File: config.mk
export PLATFORM = sky130hd
export DESIGN_NAME = sclk_gen
export DESIGN_NICKNAME = d
export VERILOG_FILES = /design/src/rtl/sclk_gen_pkg.sv /design/src/rtl/sclk_tick_src.sv /design/src/rtl/sclk_width_calc.sv /design/src/rtl/sclk_phase_div.sv /design/src/rtl/sclk_gen.sv
export SDC_FILE = /design/constraint.sdc
export NUM_CORES = 1
export LEC_CHECK = 0
export BUFFER_PORTS_ARGS = -buffer_cell sky130_fd_sc_hd__buf_2
export CAP_MARGIN = 10
export CORE_ASPECT_RATIO = 1.5
export CORE_MARGIN = 3
export CORE_UTILIZATION = 45
export DETAILED_ROUTE_END_ITERATION = 16
export SYNTH_ARGS = -nofsm -noshare
export SYNTH_HDL_FRONTEND = slang
export SYNTH_SLANG_ARGS = --single-unit
export TNS_END_PERCENT = 100
File: constraint.sdc
create_clock -name clk -period 3.7 [get_ports clk]
set_input_delay 0.74 -clock clk [delete_from_list [all_inputs] [get_ports clk]]
set_output_delay 0.74 -clock clk [all_outputs]
set_load 0.02 [all_outputs]
File: src/rtl/sclk_gen_pkg.sv
package sclk_gen_pkg;

  typedef enum logic {
    PH_LOW  = 1'b0,
    PH_HIGH = 1'b1
  } phase_e;

  typedef enum logic {
    SRC_EXT = 1'b0,
    SRC_INT = 1'b1
  } src_e;

endpackage

File: src/rtl/sclk_tick_src.sv
module sclk_tick_src #(
  parameter int PRESCALE    = 4,
  parameter int SYNC_STAGES = 2
) (
  input  logic clk,
  input  logic rst_n,
  input  logic run_en,
  input  logic src_sel,
  input  logic ext_clk,
  output logic tick
);
  import sclk_gen_pkg::*;

  localparam int PRE_W = (PRESCALE > 2) ? $clog2(PRESCALE) : 1;
  localparam logic [PRE_W-1:0] PRE_LAST = PRE_W'(PRESCALE - 1);

  logic [PRE_W-1:0]       pre_q;
  logic [SYNC_STAGES-1:0] sync_q;
  logic                   ext_prev_q;
  logic                   tick_int;
  logic                   tick_ext;

  // internal prescaler, cleared while stopped so each start is aligned
  always_ff @(posedge clk) begin
    if (!rst_n || !run_en) begin
      pre_q <= '0;
    end else if (pre_q == PRE_LAST) begin
      pre_q <= '0;
    end else begin
      pre_q <= pre_q + 1'b1;
    end
  end

  // synchroniser chain for the external clock level
  generate
    if (SYNC_STAGES == 1) begin : g_sync1
      always_ff @(posedge clk) begin
        if (!rst_n) sync_q <= '0;
        else        sync_q <= ext_clk;
      end
    end else begin : g_syncn
      always_ff @(posedge clk) begin
        if (!rst_n) sync_q <= '0;
        else        sync_q <= {sync_q[SYNC_STAGES-2:0], ext_clk};
      end
    end
  endgenerate

  always_ff @(posedge clk) begin
    if (!rst_n) ext_prev_q <= 1'b0;
    else        ext_prev_q <= sync_q[SYNC_STAGES-1];
  end

  assign tick_int = (pre_q == PRE_LAST);
  assign tick_ext = sync_q[SYNC_STAGES-1] && !ext_prev_q;

  always_comb begin
    if (!run_en)                 tick = 1'b0;
    else if (src_sel == SRC_INT) tick = tick_int;
    else                         tick = tick_ext;
  end

endmodule

File: src/rtl/sclk_width_calc.sv
module sclk_width_calc #(
  parameter int DIV_W = 8
) (
  input  logic [DIV_W-1:0] div,
  output logic [DIV_W-1:0] lo_w,
  output logic [DIV_W-1:0] hi_w
);
  logic [DIV_W:0] half_up;
  logic [DIV_W:0] half_dn;

  assign half_up = ({1'b0, div} + 1'b1) >> 1;
  assign half_dn = {1'b0, div} >> 1;

  always_comb begin
    if (div == '0) begin
      lo_w = DIV_W'(1);
      hi_w = DIV_W'(1);
    end else if (div[0]) begin
      lo_w = half_up[DIV_W-1:0];
      hi_w = half_up[DIV_W-1:0];
    end else begin
      lo_w = half_dn[DIV_W-1:0];
      hi_w = half_dn[DIV_W-1:0] + 1'b1;
    end
  end

endmodule

File: src/rtl/sclk_phase_div.sv
module sclk_phase_div #(
  parameter int DIV_W = 8
) (
  input  logic             clk,
  input  logic             rst_n,
  input  logic             run_en,
  input  logic             tick,
  input  logic [DIV_W-1:0] lo_new,
  input  logic [DIV_W-1:0] hi_new,
  output logic             level,
  output logic             rise,
  output logic             fall
);
  import sclk_gen_pkg::*;

  phase_e           phase_q;
  logic [DIV_W-1:0] cnt_q;
  logic [DIV_W-1:0] lo_q;
  logic [DIV_W-1:0] hi_q;
  logic             rise_q;
  logic             fall_q;
  logic             lo_done;
  logic             hi_done;

  assign lo_done = (cnt_q == lo_q - 1'b1);
  assign hi_done = (cnt_q == hi_q - 1'b1);

  always_ff @(posedge clk) begin
    if (!rst_n) begin
      phase_q <= PH_LOW;
      cnt_q   <= '0;
      lo_q    <= DIV_W'(1);
      hi_q    <= DIV_W'(1);
      rise_q  <= 1'b0;
      fall_q  <= 1'b0;
    end else begin
      rise_q <= 1'b0;
      fall_q <= 1'b0;
      if (!run_en) begin
        fall_q  <= (phase_q == PH_HIGH);
        phase_q <= PH_LOW;
        cnt_q   <= '0;
        lo_q    <= lo_new;
        hi_q    <= hi_new;
      end else if (tick) begin
        if (phase_q == PH_LOW) begin
          if (lo_done) begin
            phase_q <= PH_HIGH;
            cnt_q   <= '0;
            rise_q  <= 1'b1;
          end else begin
            cnt_q <= cnt_q + 1'b1;
          end
        end else begin
          if (hi_done) begin
            phase_q <= PH_LOW;
            cnt_q   <= '0;
            fall_q  <= 1'b1;
            lo_q    <= lo_new;
            hi_q    <= hi_new;
          end else begin
            cnt_q <= cnt_q + 1'b1;
          end
        end
      end
    end
  end

  assign level = (phase_q == PH_HIGH);
  assign rise  = rise_q;
  assign fall  = fall_q;

endmodule

File: src/rtl/sclk_gen.sv
module sclk_gen #(
  parameter int DIV_W       = 8,
  parameter int PRESCALE    = 4,
  parameter int SYNC_STAGES = 2
) (
  input  logic             clk,
  input  logic             rst_n,
  input  logic             run_en,
  input  logic             src_sel,
  input  logic             ext_clk,
  input  logic [DIV_W-1:0] divisor,
  output logic             bclk,
  output logic             bclk_rise,
  output logic             bclk_fall
);
  logic             tick_w;
  logic [DIV_W-1:0] lo_w;
  logic [DIV_W-1:0] hi_w;

  sclk_tick_src #(
    .PRESCALE   (PRESCALE),
    .SYNC_STAGES(SYNC_STAGES)
  ) tick_i (
    .clk    (clk),
    .rst_n  (rst_n),
    .run_en (run_en),
    .src_sel(src_sel),
    .ext_clk(ext_clk),
    .tick   (tick_w)
  );

  sclk_width_calc #(.DIV_W(DIV_W)) width_i (
    .div (divisor),
    .lo_w(lo_w),
    .hi_w(hi_w)
  );

  sclk_phase_div #(.DIV_W(DIV_W)) div_i (
    .clk   (clk),
    .rst_n (rst_n),
    .run_en(run_en),
    .tick  (tick_w),
    .lo_new(lo_w),
    .hi_new(hi_w),
    .level (bclk),
    .rise  (bclk_rise),
    .fall  (bclk_fall)
  );

endmodule

* After elaboration in Yosys (flattened, before gate mapping)
Cells that the tools add are included.
Word-level totals: bits in registers 32, RAM bits 0, bits in read-only memories 0, logic and storage cells 58, output and inout port bits 3, latch bits 0, memories kept 0
Operators by class: bitwise gates (word level) 3, eq/ne operators 6, shift operators 0, $lt $le $gt $ge 0, div/mod/pow operators 0, $add $sub $neg 6, reduce and logical (&&, ||, !) cells 10, multiplexer cells 24, multiply operators 0
Operators by type and width (count):
- $mux W8 | 15
- $eq A8 B8 Y1 | 2
- $sub A8 B1 Y8 const B | 2
- $add A8 B1 Y9 const B | 1
- $mux W1 | 9
- $add A7 B1 Y8 const B | 1
- $add A8 B1 Y8 const B | 1
- $logic_not A8 Y1 | 1
- $ne A2 B1 Y1 const B | 3
- $reduce_or A4 Y1 | 1
- $logic_not A1 Y1 | 3
- $not A1 Y1 | 3
- $reduce_and A3 Y1 | 1
- $add A2 B1 Y2 const B | 1
- $eq A2 B2 Y1 const B | 1
- $reduce_and A2 Y1 | 1
- $reduce_or A2 Y1 | 1
- $logic_and A1 B1 Y1 | 1
- $logic_or A1 B1 Y1 | 1

* Depth between registers and ports, before layout
word-level depth 7, depth in mapped cells 11, depth with buffers taken out 8

* Modules after synthesis
A second synthesis with hierarchy kept.
Unflattened totals: cell total of the unflattened synthesis 310, area, all modules 2468.6 µm²
By module, submodules not included:
- sclk_phase_div | area each 1963.1 µm², cells each 248, seq. area each 540.5 µm², instances 1
- sclk_width_calc | area each 337.8 µm², cells each 48, seq. area each 0.0 µm², instances 1
- sclk_tick_src | area each 167.7 µm², cells each 14, seq. area each 100.1 µm², instances 1

* Least setup slack after synthesis
OpenSTA, ideal clock, no wires.
path type register -> register, start reg div_i.hi_q[0], end reg div_i.hi_q[0], data required time 3577 ps, setup slack 1361 ps, data arrival time 2216 ps, period minus slack after synthesis 2339 ps, stages on the path, launching flop included 12, path through dfxtp_1 inv_1 ha_1 buf_2 nor2b_1 or3_1 a31oi_1 nand3_1 o31a_1 buf_6 buf_8 mux2i_1
On the way: cells in the longest elaborated chain, start to end 4
Ends and longest elaborated chain:
- start: declaration | RTL line sclk_phase_div.sv:19 | logic [DIV_W-1:0] hi_q;
- start signal: assignment | RTL line sclk_phase_div.sv:44 | hi_q <= hi_new;
- start signal: assignment | RTL line sclk_phase_div.sv:60 | hi_q <= hi_new;
- $sub A8 B1 Y8 | RTL line sclk_phase_div.sv:26 | assign hi_done = (cnt_q == hi_q - 1'b1);
- $eq A8 B8 Y1 | RTL line sclk_phase_div.sv:26
- $ne A2 B1 Y1 (no line)
- $reduce_and A3 Y1 (no line)
Every way passes these cells. A chain may end at the register's enable or synchronous reset.

* Worst setup path after layout
start reg div_i.hi_q[0], end reg div_i.lo_q[7]
On the way: cells in the longest elaborated chain, start to end 4
Ends and longest elaborated chain:
- $sub A8 B1 Y8 | RTL line sclk_phase_div.sv:26
- $eq A8 B8 Y1 | RTL line sclk_phase_div.sv:26
- $ne A2 B1 Y1 (no line)
- $reduce_and A3 Y1 (no line)
- end signal: assignment | RTL line sclk_phase_div.sv:43 | lo_q <= lo_new;
- end signal: assignment | RTL line sclk_phase_div.sv:59 | lo_q <= lo_new;
- end: declaration | RTL line sclk_phase_div.sv:18 | logic [DIV_W-1:0] lo_q;
Every way passes these cells.

==> out/results.ini <==
[layout]
syn2layout_area_growth_pct=8.66
stdcell_area_um2=2340
nNetsFinal=286
fin_util_pct=51.1
num_antenna_cells=0
drive_gt1_share_pct=11.7

[synth]
syn_area_per_cell_um2=8.44
synth_edf_count=0
muxShareOfSynthArea_pct=7.44
async_flop_share_pct=0
netlist_instances=255
synthTopCellsByArea=dfxtp_1 (30%), xnor2_1 (8.1%), nand2_1 (7.5%)
synth_area_um2=2150
synth_top_cell_by_area=dfxtp_1
synth_top_family_by_area=simple AND/OR/NAND/NOR gates
yosys_most_used_dff=dfxtp_1
synth_compound_area_share_pct=11.5
ys_ff_latch=32
synth_fp_nets=276
synth_top_area_share_pct=29.8
synth_cell_types=50
synth_simple_gate_area_share_pct=27.8
yosysSeqAreaShare_pct=29.8
yosys_warnings=0
synthAdderAreaFrac_pct=4.65
synthXorXnorAreaFrac_pct=14.5

[power_and_ir_drop]
swShare_pct=28.2
p_per_area_nw_per_um2=343
power_switching_mw=0.226
power.sequential.fraction_pct=47.1
ir_worst_vdd_mv=0.134
p_leak_nw=0.946
p_clk_share_pct=35.3
combPwrFrac_pct=17.6
internal_power_mw=0.575

[sta]
fin_crit_sh_pct=71.1
rsz0062_at_grt=no
period_needed_ns=2.63
finClkSkew_ns=0.00445
worst_slew_pin_slew_ns=1.02
drv_slew=0
hold_viol_final=0
setup_viol_count_final=0
maxSlewHeadroom_pct=32.2
setup_tns_ns=0
fmax_mhz=380

[grt]
grt_overflow=0
antenna_found_initial=0
grt_max_degree=31
grt_use_total_pct=16.3
grt_pass1_wl_um=7560
grt_pass1_vias=1681

[worst_setup_path]
crit_type=reg -> reg
slowest_delay_ns=0.62
critPathTopFamily=compound AO/OA/AOI/OAI gates
crit_buf_inv=1
reg2reg_slack_ns=1.07
critical_path_arrival_ns=2.76
cp_max_fo=17
critPathLaunchType=flip-flop
crit_path_end_kind=flip-flop
crit_required_ns=3.83
path_cells=inv_1 > ha_1 > nor2b_1 > or3_1 > a31oi_1 > nand3_1 > o31a_1 > mux2i_1
cp_slowest_cell=o31a_1

[die]
die-area_um2=5670
die_w_um=62.5
die_h_um=90.7
rows=30
io_pins=16
core_um2=4580
start_util_pct=47.0

[cts]
clock_latency_ns=0.28
cts_buffers=5
htreeDepth=2
ctsHoldBuffers=0
cts_root_buf=clkbuf_8
path_clk_slew_ns=0.07
post_cts_buffers=0
clock-sinks=32
cts_tree=built
max-clock-path-buffers=2
postCtsResizedCells=0

[drt]
vias_per_cell=5.32
drt_wl_total_um=4290
num_vias=1756
post_drt_wl_per_cell_um=13.0
drcViolationCount=0
dr.pass1.iters=4
ant_nets=0
first_iter_violations=87

[run_status]
status=finished, final reports clean

[min_path]
min_path_type=reg -> reg

[job]
drv_cap=0

[placement]
place_congestion=0.855
place_area_um2=2240
place.detailed.hpwl_um=3270
numPortBuffers=15

[cells by family after synthesis]
| kind of cell | Yosys count |
|---|---|
| buffers and inverters | 19 |
| adder cells (fa/ha/maj) | 8 |
| AND/OR/NAND/NOR | 111 |
| XOR/XNOR | 34 |
| AO/OA/AOI/OAI | 35 |
| flip-flops | 32 |
| multiplexers | 16 |
[power groups by stage]
stage	logic (mW)	registers, mW	clock network, mW
after global placement	0.142	0.385	0
after CTS	0.143	0.378	0.287
after floorplan	0.113	0.380	0
after global routing	0.160	0.381	0.299
final	0.141	0.377	0.283
after detailed placement	0.142	0.386	0
[cells in the final DEF (no fill, tap or decap), types with 8 or more instances in the layout]
| master | netlist | routed |
|---|---|---|
| buf_2 | 2 | 15 |
| dfxtp_1 | 32 | 32 |
| ha_1 | 8 | 8 |
| mux2i_1 | 16 | 16 |
| nand2_1 | 43 | 43 |
| nand3_1 | 8 | 8 |
| nor2_1 | 9 | 9 |
| nor2b_1 | 8 | 8 |
| xnor2_1 | 20 | 20 |
| xor2_1 | 13 | 13 |
[sequential cells by signal, summed over array words and instances (netlist names)]
register	count
div_i.cnt_q	8
div_i.fall	1
div_i.hi_q	8
div_i.level	1
div_i.lo_q	8
div_i.rise	1
tick_i.ext_prev_q	1
tick_i.pre_q	2
tick_i.sync_q	2
[routing by layer]
layer | GRT usage (%) | up-vias | part of all wire [%]
li1 | - | 908 | -
met1 | 18.8 | 805 | 43
met2 | 28.2 | 31 | 50
met3 | 2.99 | 12 | 3.2
met4 | 8.47 | 0 | 3.2
met5 | 0 | - | 0
[area by class of cell]
cell class,instances,area (um2)
multi-input cells,204,1420
clock inverters,1,7.51
repair buffers,16,82.6
clock buffers,7,86.3
fillers,477,2240
well taps,64,80.1
flip-flops and latches,32,641
inverters,6,22.5
[Yosys cell counts (5+ instances only)]
cell type,n
nand3_1,8
nor3_1,6
ha_1,8
nor3b_1,5
xor2_1,13
nand2_1,43
nor2_1,9
nor2b_1,8
inv_1,6
clkbuf_1,9
xnor2_1,20
mux2i_1,16
dfxtp_1,32
a21oi_1,6
[per-stage QoR]
stage	setup slack, ns	cells	total power, mW	hold WS, ns
2_1_floorplan	1.36	255	0.493	0.408
3_3_place_gp	1.10	322	0.527	0.423
3_5_place_dp	1.05	322	0.527	0.421
4_1_cts	1.04	330	0.807	0.432
5_1_grt	0.791	330	0.839	0.459
6_report	1.07	330	0.801	0.431
[worst paths after layout]
check,startpoint,to,depth (start not counted)
worst max register to register,div_i.hi_q[0],div_i.lo_q[7],8
worst min-delay path,tick_i.pre_q[0],tick_i.pre_q[0],1
worst max-delay path,div_i.hi_q[0],div_i.lo_q[7],8
worst min register to register,tick_i.pre_q[0],tick_i.pre_q[0],1
Power figures use the tool's default switching activity.
